==> config.mk <==
export PLATFORM = sky130hd
export DESIGN_NAME = cmd_word_parser
export DESIGN_NICKNAME = d
export VERILOG_FILES = /design/src/rtl/cwp_pkg.sv /design/src/rtl/cwp_popcnt.sv /design/src/rtl/cwp_ctrl.sv /design/src/rtl/cwp_datapath.sv /design/src/rtl/cmd_word_parser.sv
export SDC_FILE = /design/constraint.sdc
export NUM_CORES = 1
export LEC_CHECK = 0
export BUFFER_PORTS_ARGS = -buffer_cell sky130_fd_sc_hd__buf_2
export CORE_ASPECT_RATIO = 1.25
export CORE_UTILIZATION = 59
export CTS_CLUSTER_SIZE = 16
export DETAILED_ROUTE_END_ITERATION = 7
export GPL_TIMING_DRIVEN = 0
export PLACE_DENSITY_LB_ADDON = 0.25
export SYNTH_ARGS = -nofsm -noshare
export SYNTH_HDL_FRONTEND = slang
export SYNTH_SLANG_ARGS = --single-unit
==> constraint.sdc <==
create_clock -name clk -period 9.59 [get_ports clk]
set_input_delay 0.4795 -clock clk [delete_from_list [all_inputs] [get_ports clk]]
set_output_delay 0.4795 -clock clk [all_outputs]
set_load 0.02 [all_outputs]
==> src/rtl/cwp_pkg.sv <==
package cwp_pkg;
  localparam int WORD_W = 32;
  localparam int OPC_W  = 4;
  localparam int CNT_W  = 16;
  localparam int OFF_W  = 22;
  localparam int CLS_W  = 10;
  localparam int MSK_W  = 16;
  localparam int IDX_W  = 8;
  localparam int SCMSK_W = 6;

  typedef enum logic [OPC_W-1:0] {
    OP_SETCLS   = 4'd0,
    OP_INCR     = 4'd1,
    OP_NONINCR  = 4'd2,
    OP_MASK     = 4'd3,
    OP_IMM      = 4'd4,
    OP_RESTART  = 4'd5,
    OP_GATHER   = 4'd6,
    OP_STREAM   = 4'd7,
    OP_APP      = 4'd8,
    OP_SETPAY   = 4'd9,
    OP_INCRW    = 4'd10,
    OP_NONINCRW = 4'd11,
    OP_GATHERW  = 4'd12,
    OP_RSVD13   = 4'd13,
    OP_EXTEND   = 4'd14,
    OP_RSVD15   = 4'd15
  } opcode_e;

  localparam logic [3:0] SUB_ACQUIRE = 4'd0;
  localparam logic [3:0] SUB_RELEASE = 4'd1;

  // strobes from control to datapath
  typedef struct packed {
    logic take;
    logic hdr;
    logic lastPay;
  } strobe_t;

  typedef struct packed {
    logic              isHdr;
    logic [OPC_W-1:0]  opcode;
    logic [OFF_W-1:0]  offset;
    logic [CLS_W-1:0]  cls;
    logic [MSK_W-1:0]  mask;
    logic [CNT_W-1:0]  count;
    logic [CNT_W-1:0]  payLen;
    logic [WORD_W-1:0] addr;
    logic [WORD_W-1:0] data;
    logic [IDX_W-1:0]  lockIdx;
    logic              insert;
    logic              gatherType;
    logic              acquire;
    logic              release_;
    logic              unknown;
    logic              unknownLen;
    logic              last;
  } rec_t;
endpackage

==> src/rtl/cwp_popcnt.sv <==
module cwp_popcnt #(
  parameter int IN_W  = 16,
  parameter int OUT_W = 16
) (
  input  logic [IN_W-1:0]  bits,
  output logic [OUT_W-1:0] ones
);
  always_comb begin
    ones = '0;
    for (int i = 0; i < IN_W; i++) begin
      ones = ones + OUT_W'(bits[i]);
    end
  end
endmodule

==> src/rtl/cwp_ctrl.sv <==
module cwp_ctrl
  import cwp_pkg::*;
(
  input  logic             clk,
  input  logic             rst,
  input  logic             inValid,
  input  logic             outReady,
  input  logic [OPC_W-1:0] hdrOp,
  input  logic [CNT_W-1:0] hdrLen,
  input  logic [CNT_W-1:0] setPayVal,
  output logic             inReady,
  output logic             outValid,
  output strobe_t          strobe,
  output logic [CNT_W-1:0] payReg,
  output logic             payValid
);
  logic [CNT_W-1:0] remain;
  logic take;
  logic atHdr;

  assign inReady = !outValid || outReady;
  assign take    = inValid && inReady;
  assign atHdr   = (remain == '0);

  assign strobe.take    = take;
  assign strobe.hdr     = atHdr;
  assign strobe.lastPay = !atHdr && (remain == CNT_W'(1));

  always_ff @(posedge clk) begin
    if (rst) begin
      remain   <= '0;
      payReg   <= '0;
      payValid <= 1'b0;
      outValid <= 1'b0;
    end else begin
      if (take) begin
        outValid <= 1'b1;
      end else if (outReady) begin
        outValid <= 1'b0;
      end
      if (take) begin
        if (atHdr) begin
          remain <= hdrLen;
          if (hdrOp == OP_SETPAY) begin
            payReg   <= setPayVal;
            payValid <= 1'b1;
          end
        end else begin
          remain <= remain - CNT_W'(1);
        end
      end
    end
  end
endmodule

==> src/rtl/cwp_datapath.sv <==
module cwp_datapath
  import cwp_pkg::*;
(
  input  logic              clk,
  input  logic              rst,
  input  strobe_t           strobe,
  input  logic [WORD_W-1:0] inWord,
  input  logic [CNT_W-1:0]  payReg,
  input  logic              payValid,
  output logic [OPC_W-1:0]  hdrOp,
  output logic [CNT_W-1:0]  hdrLen,
  output logic [CNT_W-1:0]  setPayVal,
  output rec_t              outRec
);
  rec_t dec;
  rec_t pay;
  logic [CNT_W-1:0] ones6;
  logic [CNT_W-1:0] ones16;
  logic [OPC_W-1:0] tagOp;
  logic [OFF_W-1:0] tagOff;
  logic [3:0] subOp;

  cwp_popcnt #(.IN_W(SCMSK_W), .OUT_W(CNT_W)) u_pcClass (
    .bits(inWord[SCMSK_W-1:0]), .ones(ones6));
  cwp_popcnt #(.IN_W(MSK_W), .OUT_W(CNT_W)) u_pcMask (
    .bits(inWord[MSK_W-1:0]), .ones(ones16));

  assign subOp     = inWord[27:24];
  assign hdrOp     = inWord[31:28];
  assign hdrLen    = dec.payLen;
  assign setPayVal = inWord[15:0];

  always_comb begin
    dec        = '0;
    dec.isHdr  = 1'b1;
    dec.opcode = inWord[31:28];
    case (opcode_e'(inWord[31:28]))
      OP_SETCLS: begin
        dec.offset = OFF_W'(inWord[27:16]);
        dec.cls    = inWord[15:6];
        dec.mask   = MSK_W'(inWord[SCMSK_W-1:0]);
        dec.payLen = ones6;
      end
      OP_INCR, OP_NONINCR: begin
        dec.offset = OFF_W'(inWord[27:16]);
        dec.count  = inWord[15:0];
        dec.payLen = inWord[15:0];
      end
      OP_MASK: begin
        dec.offset = OFF_W'(inWord[27:16]);
        dec.mask   = inWord[15:0];
        dec.payLen = ones16;
      end
      OP_IMM: begin
        dec.offset = OFF_W'(inWord[27:16]);
        dec.data   = WORD_W'(inWord[15:0]);
      end
      OP_RESTART: begin
        dec.addr = {inWord[27:0], 4'b0000};
      end
      OP_GATHER: begin
        dec.offset     = OFF_W'(inWord[27:16]);
        dec.insert     = inWord[15];
        dec.gatherType = inWord[14];
        dec.count      = CNT_W'(inWord[13:0]);
        dec.payLen     = CNT_W'(1);
      end
      OP_STREAM: begin
        dec.data = WORD_W'(inWord[21:0]);
      end
      OP_APP: begin
        dec.data = WORD_W'(inWord[7:0]);
      end
      OP_SETPAY: begin
        dec.data = WORD_W'(inWord[15:0]);
      end
      OP_INCRW, OP_NONINCRW: begin
        dec.offset = inWord[21:0];
        if (payValid) begin
          dec.count  = payReg;
          dec.payLen = payReg;
        end else begin
          dec.unknownLen = 1'b1;
        end
      end
      OP_GATHERW: begin
        dec.count  = CNT_W'(inWord[13:0]);
        dec.payLen = CNT_W'(2);
      end
      OP_EXTEND: begin
        dec.lockIdx = inWord[7:0];
        if (subOp == SUB_ACQUIRE) begin
          dec.acquire = 1'b1;
        end else if (subOp == SUB_RELEASE) begin
          dec.release_ = 1'b1;
        end else begin
          dec.unknown = 1'b1;
        end
      end
      default: begin
        dec.unknown = 1'b1;
      end
    endcase
  end

  always_comb begin
    pay        = '0;
    pay.opcode = tagOp;
    pay.offset = tagOff;
    pay.data   = inWord;
    pay.last   = strobe.lastPay;
  end

  always_ff @(posedge clk) begin
    if (rst) begin
      outRec <= '0;
      tagOp  <= '0;
      tagOff <= '0;
    end else if (strobe.take) begin
      if (strobe.hdr) begin
        outRec <= dec;
        tagOp  <= dec.opcode;
        tagOff <= dec.offset;
      end else begin
        outRec <= pay;
      end
    end
  end
endmodule

==> src/rtl/cmd_word_parser.sv <==
module cmd_word_parser
  import cwp_pkg::*;
(
  input  logic              clk,
  input  logic              rst,
  input  logic              inValid,
  output logic              inReady,
  input  logic [WORD_W-1:0] inWord,
  output logic              outValid,
  input  logic              outReady,
  output logic              outIsHdr,
  output logic [OPC_W-1:0]  outOpcode,
  output logic [OFF_W-1:0]  outOffset,
  output logic [CLS_W-1:0]  outClass,
  output logic [MSK_W-1:0]  outMask,
  output logic [CNT_W-1:0]  outCount,
  output logic [CNT_W-1:0]  outPayLen,
  output logic [WORD_W-1:0] outAddr,
  output logic [WORD_W-1:0] outData,
  output logic [IDX_W-1:0]  outLockIdx,
  output logic              outInsert,
  output logic              outGatherType,
  output logic              outAcquire,
  output logic              outRelease,
  output logic              outUnknown,
  output logic              outUnknownLen,
  output logic              outLast
);
  strobe_t          strobe;
  logic [OPC_W-1:0] hdrOp;
  logic [CNT_W-1:0] hdrLen;
  logic [CNT_W-1:0] setPayVal;
  logic [CNT_W-1:0] payReg;
  logic             payValid;
  rec_t             rec;

  cwp_ctrl u_ctrl (
    .clk(clk), .rst(rst), .inValid(inValid), .outReady(outReady),
    .hdrOp(hdrOp), .hdrLen(hdrLen), .setPayVal(setPayVal),
    .inReady(inReady), .outValid(outValid), .strobe(strobe),
    .payReg(payReg), .payValid(payValid));

  cwp_datapath u_dp (
    .clk(clk), .rst(rst), .strobe(strobe), .inWord(inWord),
    .payReg(payReg), .payValid(payValid), .hdrOp(hdrOp),
    .hdrLen(hdrLen), .setPayVal(setPayVal), .outRec(rec));

  assign outIsHdr      = rec.isHdr;
  assign outOpcode     = rec.opcode;
  assign outOffset     = rec.offset;
  assign outClass      = rec.cls;
  assign outMask       = rec.mask;
  assign outCount      = rec.count;
  assign outPayLen     = rec.payLen;
  assign outAddr       = rec.addr;
  assign outData       = rec.data;
  assign outLockIdx    = rec.lockIdx;
  assign outInsert     = rec.insert;
  assign outGatherType = rec.gatherType;
  assign outAcquire    = rec.acquire;
  assign outRelease    = rec.release_;
  assign outUnknown    = rec.unknown;
  assign outUnknownLen = rec.unknownLen;
  assign outLast       = rec.last;
endmodule

==> results of run 1 <==
==> Yosys cell counts, types with 4 or more instances <==
cell / number
buf_2: 10
nor4_1: 7
buf_4: 4
ha_1: 7
a21oi_1: 151
a22oi_1: 27
nand2b_1: 5
nand3_1: 108
a22o_1: 34
or3_1: 6
a211oi_1: 19
fa_1: 10
o211ai_1: 9
o21ai_0: 11
clkbuf_1: 95
dfxtp_1: 220
a2bb2oi_1: 16
xnor2_1: 8
a311oi_1: 15
inv_1: 27
nor3_1: 18
and3_1: 4
a31oi_1: 6
nor2_1: 89
nand2_1: 212
==> worst max-delay path: stages <==
cell and delay (ns):
clkbuf_1 0.57, inv_1 0.15, fa_1 0.56, inv_1 0.04, ha_1 0.33, inv_1 0.08, fa_1 0.53, fa_1 0.44
fa_1 0.41, fa_1 0.41, xnor2_1 0.15, nand3_1 0.08, nand2_1 0.07, a222oi_1 0.57, a211o_1 0.21, a21oi_1 0.06
==> metal layers <==
layer / wire [um] / vias up / track usage, % / part of all wire (%)
met3: 3370 / 136 / 8.56 / 10
met4: 1950 / 2 / 22.6 / 6.0
met1: 12200 / 4579 / 47.4 / 38
met2: 14800 / 595 / 61.6 / 46
met5: 10 / - / 0 / 0.031
li1: - / 4492 / - / -
==> area by class of cell <==
type / instances / area [um^2] / share of cell area, %
inverter: 27 / 101 / 0.881
multi-input combinational: 811 / 4510 / 39.3
clock inverter: 9 / 175 / 1.52
timing repair buffer: 182 / 911 / 7.92
tap: 212 / 265 / 2.31
buffer: 117 / 485 / 4.22
clock buffer: 30 / 642 / 5.58
sequential: 220 / 4400 / 38.3
==> worst min path at each step <==
stage                     from               to  slack (ns)  cells after the start
6_report               inValid  u_ctrl.outValid        0.23                      3
4_1_cts                inValid  u_ctrl.outValid        0.24                      3
3_3_place_gp   u_dp.outRec[43]  u_dp.outRec[43]        0.43                      2
5_1_grt                inValid  u_ctrl.outValid        0.23                      3
2_1_floorplan   u_dp.tagOff[8]   u_dp.tagOff[8]        0.44                      2
3_5_place_dp   u_dp.outRec[74]  u_dp.outRec[74]        0.44                      2
==> cells by family (layout without fill, tap and decap cells) <==
| family | after synthesis | after routing |
|---|---|---|
| buf+inv | 144 | 365 |
| other cells | 1 | 4 |
| compound gates | 301 | 301 |
| flops | 220 | 220 |
| fa+ha+maj | 17 | 17 |
| simple gates | 477 | 477 |
| xor+xnor | 9 | 9 |
| mux | 3 | 3 |
==> power by group through the flow <==
| stage | Combinational (mW) | Sequential (mW) | Clock [mW] |
|---|---|---|---|
| floorplan | 0.686 | 1.17 | 0 |
| global placement | 1.02 | 1.12 | 0 |
| detailed placement | 1.04 | 1.12 | 0 |
| CTS | 1.05 | 1.10 | 0.968 |
| global route | 1.16 | 1.12 | 1.00 |
| finish | 1.08 | 1.11 | 0.971 |
==> registers in the layout (all words and copies together) (netlist names) <==
| name | cells |
|---|---|
| u_dp.outRec | 160 |
| u_dp.tagOff | 22 |
| u_ctrl.payReg | 16 |
| u_ctrl.remain | 16 |
| u_dp.tagOp | 4 |
| u_ctrl.outValid | 1 |
| u_ctrl.payValid | 1 |
==> placed cells by master (no fill, tap or decap), types with 6 or more instances in the layout <==
cell type,instances
a211oi_1,19
a21oi_1,151
a22o_1,34
a22oi_1,27
a2bb2oi_1,16
a311oi_1,15
a31oi_1,6
buf_2,192
clkbuf_1,98
clkbuf_16,23
dfxtp_1,220
fa_1,10
ha_1,7
inv_1,27
nand2_1,212
nand3_1,108
nor2_1,89
nor3_1,18
nor4_1,7
o211ai_1,9
o21ai_0,11
or3_1,6
xnor2_1,8
==> through the flow <==
stage | util (%) | instances | power [mW]
after floorplan | - | 1175 | 1.86
after global placement | 68.3 | 1569 | 2.14
after detailed placement | 68.3 | 1569 | 2.16
after CTS | 73.5 | 1608 | 3.12
after global routing | 73.5 | 1608 | 3.28
final | 73.5 | 1608 | 3.15
==> run metrics, run 1 <==
status complete, no violations; CTS resizes 0; # setup viols final 0; WL per Instance 20.1 um; Avg Cell Area, Syn 8.10 um^2; Pwr Density 274 nW/um^2; Synth Area in XOR/XNOR 0.830%; # DRC 0; async set-reset flop share out of synthesis 0%; RSZ-0062 raised after global routing false; clock power share 30.8%; total grt overflow 0; Sw Ratio 36.9%; Max Slew Vio Count 0; Yosys cell types 59; Nets 1434; Synth top area share 46.4%; Syn Inst Count 1172; Cell Area, Placed 10700 um^2; CP Capture Type flop; CP Launch Point inWord[4]; Clock Sinks 220; adder-cell share of the synthesized area 3.03%; Starting DRT DRC Count 1124; drt total wl 32300 um; Static Leak 4.63 nW; actual slew at the worst max-slew pin 0.968 ns; Internal 1.99 mW; Post-synth EDFFs 0; dpl ws 4.35 ns; synth top area cells dfxtp_1 46%, nand2_1 8.4%, a21oi_1 8.0%; CTS Buf Count 22; Final period util 49.7%; vias in the first global route 9143; Hold Buf Count CTS 0; TNS Setup 0 ns; Critical Path RT 9.95 ns; worst relative slew slack 34.9%; vias per cell 6.10; Setup WS post-layout 4.82 ns; GP Congestion 0.979; fin area 11500 um^2; die area 16600 um^2; number of synthesized register bits 220; RR Endpoint u_dp.outRec[79]; clock transition at the registers of the reported paths 0.07 ns; flop-to-flop setup slack 6.53 ns; worst r2r src u_ctrl.outValid; fraction of the yosys area taken by sequential cells 46.4%; 1st-pass router iterations 6; first-pass GRT wire length 48700 um; Hold Path Class primary input to flop; Boundary Pins 202; Setup crit start kind primary input; dominant cell type by area after synthesis dfxtp_1; CTS tree done; dpl hpwl 22500 um; Post-Syn Area 9490 um^2; largest net degree at the start of global routing 16; Core Footprint 15600 um^2; Fin. Hold Viols 0; Switch Pwr 1.16 mW; complex-gate fraction of the synthesized area 20.4%; # Max-Cap Violations 0; Critical Path Sink u_ctrl.remain[2]; clk buf depth 3; initial antenna violation count 1; post-synthesis mux area share 0.316%; Die H 144 um; DR vias 9804; P&R area growth vs syn 21.1%; Max Fclk 0.210 GHz; hold slack final 0.233 ns; post-route ant nets 0; root buffer cell clkbuf_16; ys flop type dfxtp_1; # rows 51; main combinational cell family by area after synthesis simple AND/OR/NAND/NOR gates; Total GRT Usage 38.5%; die width 115 um; Fillers 1257; crit-path max FO 9; antenna diode count 0; sequential share of power 35.1%; Comb pwr share 34.1%; simple-gate portion of the synthesized area 22.8%; Ys Warns 0; Initial Util 60.7%; Max IR drop VDD 0.000161 V; I/O Buffers 182; Clock Skews 0.0140 ns; layout cells sized above 1 18.0%; Setup Buffers After CTS 0; Setup CP Type primary input to flop; H-tree depth 1; reg2reg path depth 8; Skew-Pair Late Insertion Delay 0.51 ns; WP data arrival 5.13 ns; Final Critical Period 4.77 ns
Power figures use the tool's default switching activity.
==> run 2: changes to the inputs <==
--- a/config.mk
+++ b/config.mk
@@ -7,7 +7,7 @@
 export LEC_CHECK = 0
 export BUFFER_PORTS_ARGS = -buffer_cell sky130_fd_sc_hd__buf_2
 export CORE_ASPECT_RATIO = 1.25
-export CORE_UTILIZATION = 59
+export CORE_UTILIZATION = 49
 export CTS_CLUSTER_SIZE = 16
 export DETAILED_ROUTE_END_ITERATION = 7
 export GPL_TIMING_DRIVEN = 0
==> constraint.sdc (replaced) <==
create_clock -name clk -period 3.96 [get_ports clk]
set_input_delay 0.198 -clock clk [delete_from_list [all_inputs] [get_ports clk]]
set_output_delay 0.198 -clock clk [all_outputs]
set_load 0.02 [all_outputs]
==> run 2 against run 1 <==
Net effect: the run now ends with setup timing left; core utilization fell by 12 points; non-clock buffer count grew 9; hold slack worse by 0.22 ns; routed wire length up 1.7%; sequential share of layout area fell by 0.45 points; flip-flop and latch count did not move; global-route usage decreased by 6.2 points; cell count rose by 2.0%; register-to-register slack got worse by 5.6 ns; critical path type unchanged; largest cell class unchanged.
==> run metrics, run 2 (synthesis gave the netlist of run 1 again) <==
Hold Path Class primary input to flop; # setup viols final 2 (+2); Static Leak 4.68 nW (+1.1%); WL per Instance 20.1 um (-0.24%); worst relative slew slack 38.7% (+3.8 points); Die H 158 um (+9.6%); WHS Endpoint u_dp.tagOff[20]; Largest Register u_dp.outRec; die area 19900 um^2 (+20%); die width 127 um (+9.6%); actual slew at the worst max-slew pin 0.919 ns (-0.0481 ns); 1st-pass router iterations 5 (-1); total grt overflow 0 (unchanged); most frequent cells in the layout 220 x dfxtp_1, 212 x nand2_1, 191 x buf_2; drt total wl 32900 um (+1.7%); Core Footprint 18800 um^2 (+21%); Critical Path RT 4.39 ns (-5.56 ns); post-route ant nets 0 (unchanged); RSZ-0062 raised after global routing true; RR Endpoint u_dp.outRec[79]; Nets 1443 (+0.63%); Clock Sinks 220 (unchanged); Initial Util 50.4% (-10 points); layout cells sized above 1 18.8% (+0.87 points); Max IR drop VDD 0.000439 V (+170%); most common cell after layout, fill and taps aside dfxtp_1; failing checks setup timing; reg2reg path depth 8 (unchanged); # DRC 0 (unchanged); crit-path max FO 2 (-7); Setup WS post-layout -0.0959 ns (-4.92 ns); clk buf depth 3 (unchanged); TNS Setup -0.125 ns (-0.125 ns); overall power 7.62 mW (+140%); HP Start inWord[20]; Fin. Hold Viols 0 (unchanged); Regs by FF count u_dp.outRec x160, u_dp.tagOff x22; CTS tree done; dpl hpwl 23200 um (+3.0%); WP data arrival 4.49 ns (-0.64 ns); # rows 56 (+9.8%); hold slack final 0.0105 ns (-0.223 ns); Pwr Density 655 nW/um^2 (+140%); CP Capture Type flop; vias in the first global route 8932 (-2.3%); status finished with violations; clock transition at the registers of the reported paths 0.07 ns (about the same); initial antenna violation count 2 (+1); Worst Hold Path Cells 3 (unchanged); Max Slew Vio Count 0 (unchanged); Total GRT Usage 32.3% (-6.2 points); Final Critical Period 4.06 ns; CTS Buf Count 22 (unchanged); H-tree depth 1 (unchanged); Fillers 1701 (+35%); first-pass GRT wire length 49500 um (+1.8%); Setup crit start kind primary input; DR vias 9673 (-1.3%); flop-to-flop setup slack 0.89 ns (-5.64 ns); vias per cell 5.90 (-3.3%); Boundary Pins 202 (unchanged); I/O Buffers 182 (unchanged); largest net degree at the start of global routing 16 (unchanged); GP Congestion 0.947 (-3.2%); worst r2r src u_ctrl.outValid; Max Fclk 0.247 GHz; Starting DRT DRC Count 854 (-24%); Clock Skews 0.00960 ns (-0.00443 ns); Largest register FFs 160 (unchanged); Setup CP Type primary input to flop; P&R area growth vs syn 22.5%; root buffer cell clkbuf_16; Final period util 102%; Skew-Pair Late Insertion Delay 0.51 ns (about the same); # Max-Cap Violations 0 (unchanged)
==> run 2: worst max-delay path by stage <==
stage,from,endpoint,slack (ns)
floorplan,inWord[0],u_dp.outRec[81],-0.16
global placement,inWord[4],u_dp.outRec[81],-0.74
detailed placement,inWord[5],u_dp.outRec[81],-0.72
CTS,inWord[0],u_dp.outRec[81],-0.06
global route,inWord[0],u_dp.outRec[81],-0.23
finish,inWord[0],u_dp.outRec[81],-0.1
==> run 2: where the power goes <==
part           total [mW]  internal (mW)  switching (mW)
Combinational        2.63          0.902            1.72
Sequential           2.68           2.48           0.207
Clock                2.31           1.40           0.909
==> run 2: layout make-up <==
| cell class | instances | area (um^2) | share of cell area, % |
|---|---|---|---|
| inverters | 27 | 101 | 0.871 |
| clock buffers | 29 | 638 | 5.49 |
| diodes | 2 | 5.00 | 0.0430 |
| repair buffers | 191 | 1000 | 8.59 |
| flip-flops and latches | 220 | 4400 | 37.9 |
| multi-input cells | 811 | 4540 | 39.0 |
| plain buffers | 117 | 488 | 4.19 |
| well taps | 232 | 290 | 2.50 |
| clock inverters | 11 | 166 | 1.43 |
==> run 2: per-layer routing <==
metal	global-route usage, %	routed length [um]	vias up
li1	-	-	4504
met2	53.9	15400	498
met5	0	0	-
met4	14.7	1390	0
met3	5.88	2950	90
met1	40.8	13100	4581
==> run 2: worst max-delay path, stage by stage <==
cell,delay (ns)
buf_6,0.10
fa_1,0.52
inv_1,0.05
fa_1,0.49
inv_2,0.04
ha_4,0.26
inv_2,0.04
fa_1,0.51
fa_1,0.43
fa_2,0.37
fa_2,0.36
xnor2_1,0.16
nand3_1,0.08
nand2_1,0.11
a222oi_1,0.08
buf_4,0.21
or3_4,0.33
a21oi_2,0.14
==> run 2: repair_timing <==
item                       CTS  global route
cloned                       0             0
hold endpoints to repair     9             0
pin swaps                    1             1
gates resized for setup      8             0
setup endpoints to repair    4             4
setup buffers                2             1
hold buffers                 6             0
==> run 2: per-stage QoR <==
| stage | instances | worst slack (ns) | util [%] | area, um^2 |
|---|---|---|---|---|
| 2_1_floorplan | 1175 | -0.159 | - | 9510 |
| 3_3_place_gp | 1589 | -0.743 | 56.8 | 10700 |
| 3_5_place_dp | 1589 | -0.722 | 56.8 | 10700 |
| 4_1_cts | 1637 | -0.0609 | 61.7 | 11600 |
| 5_1_grt | 1640 | -0.228 | 61.7 | 11600 |
| 6_report | 1640 | -0.0959 | 61.7 | 11600 |
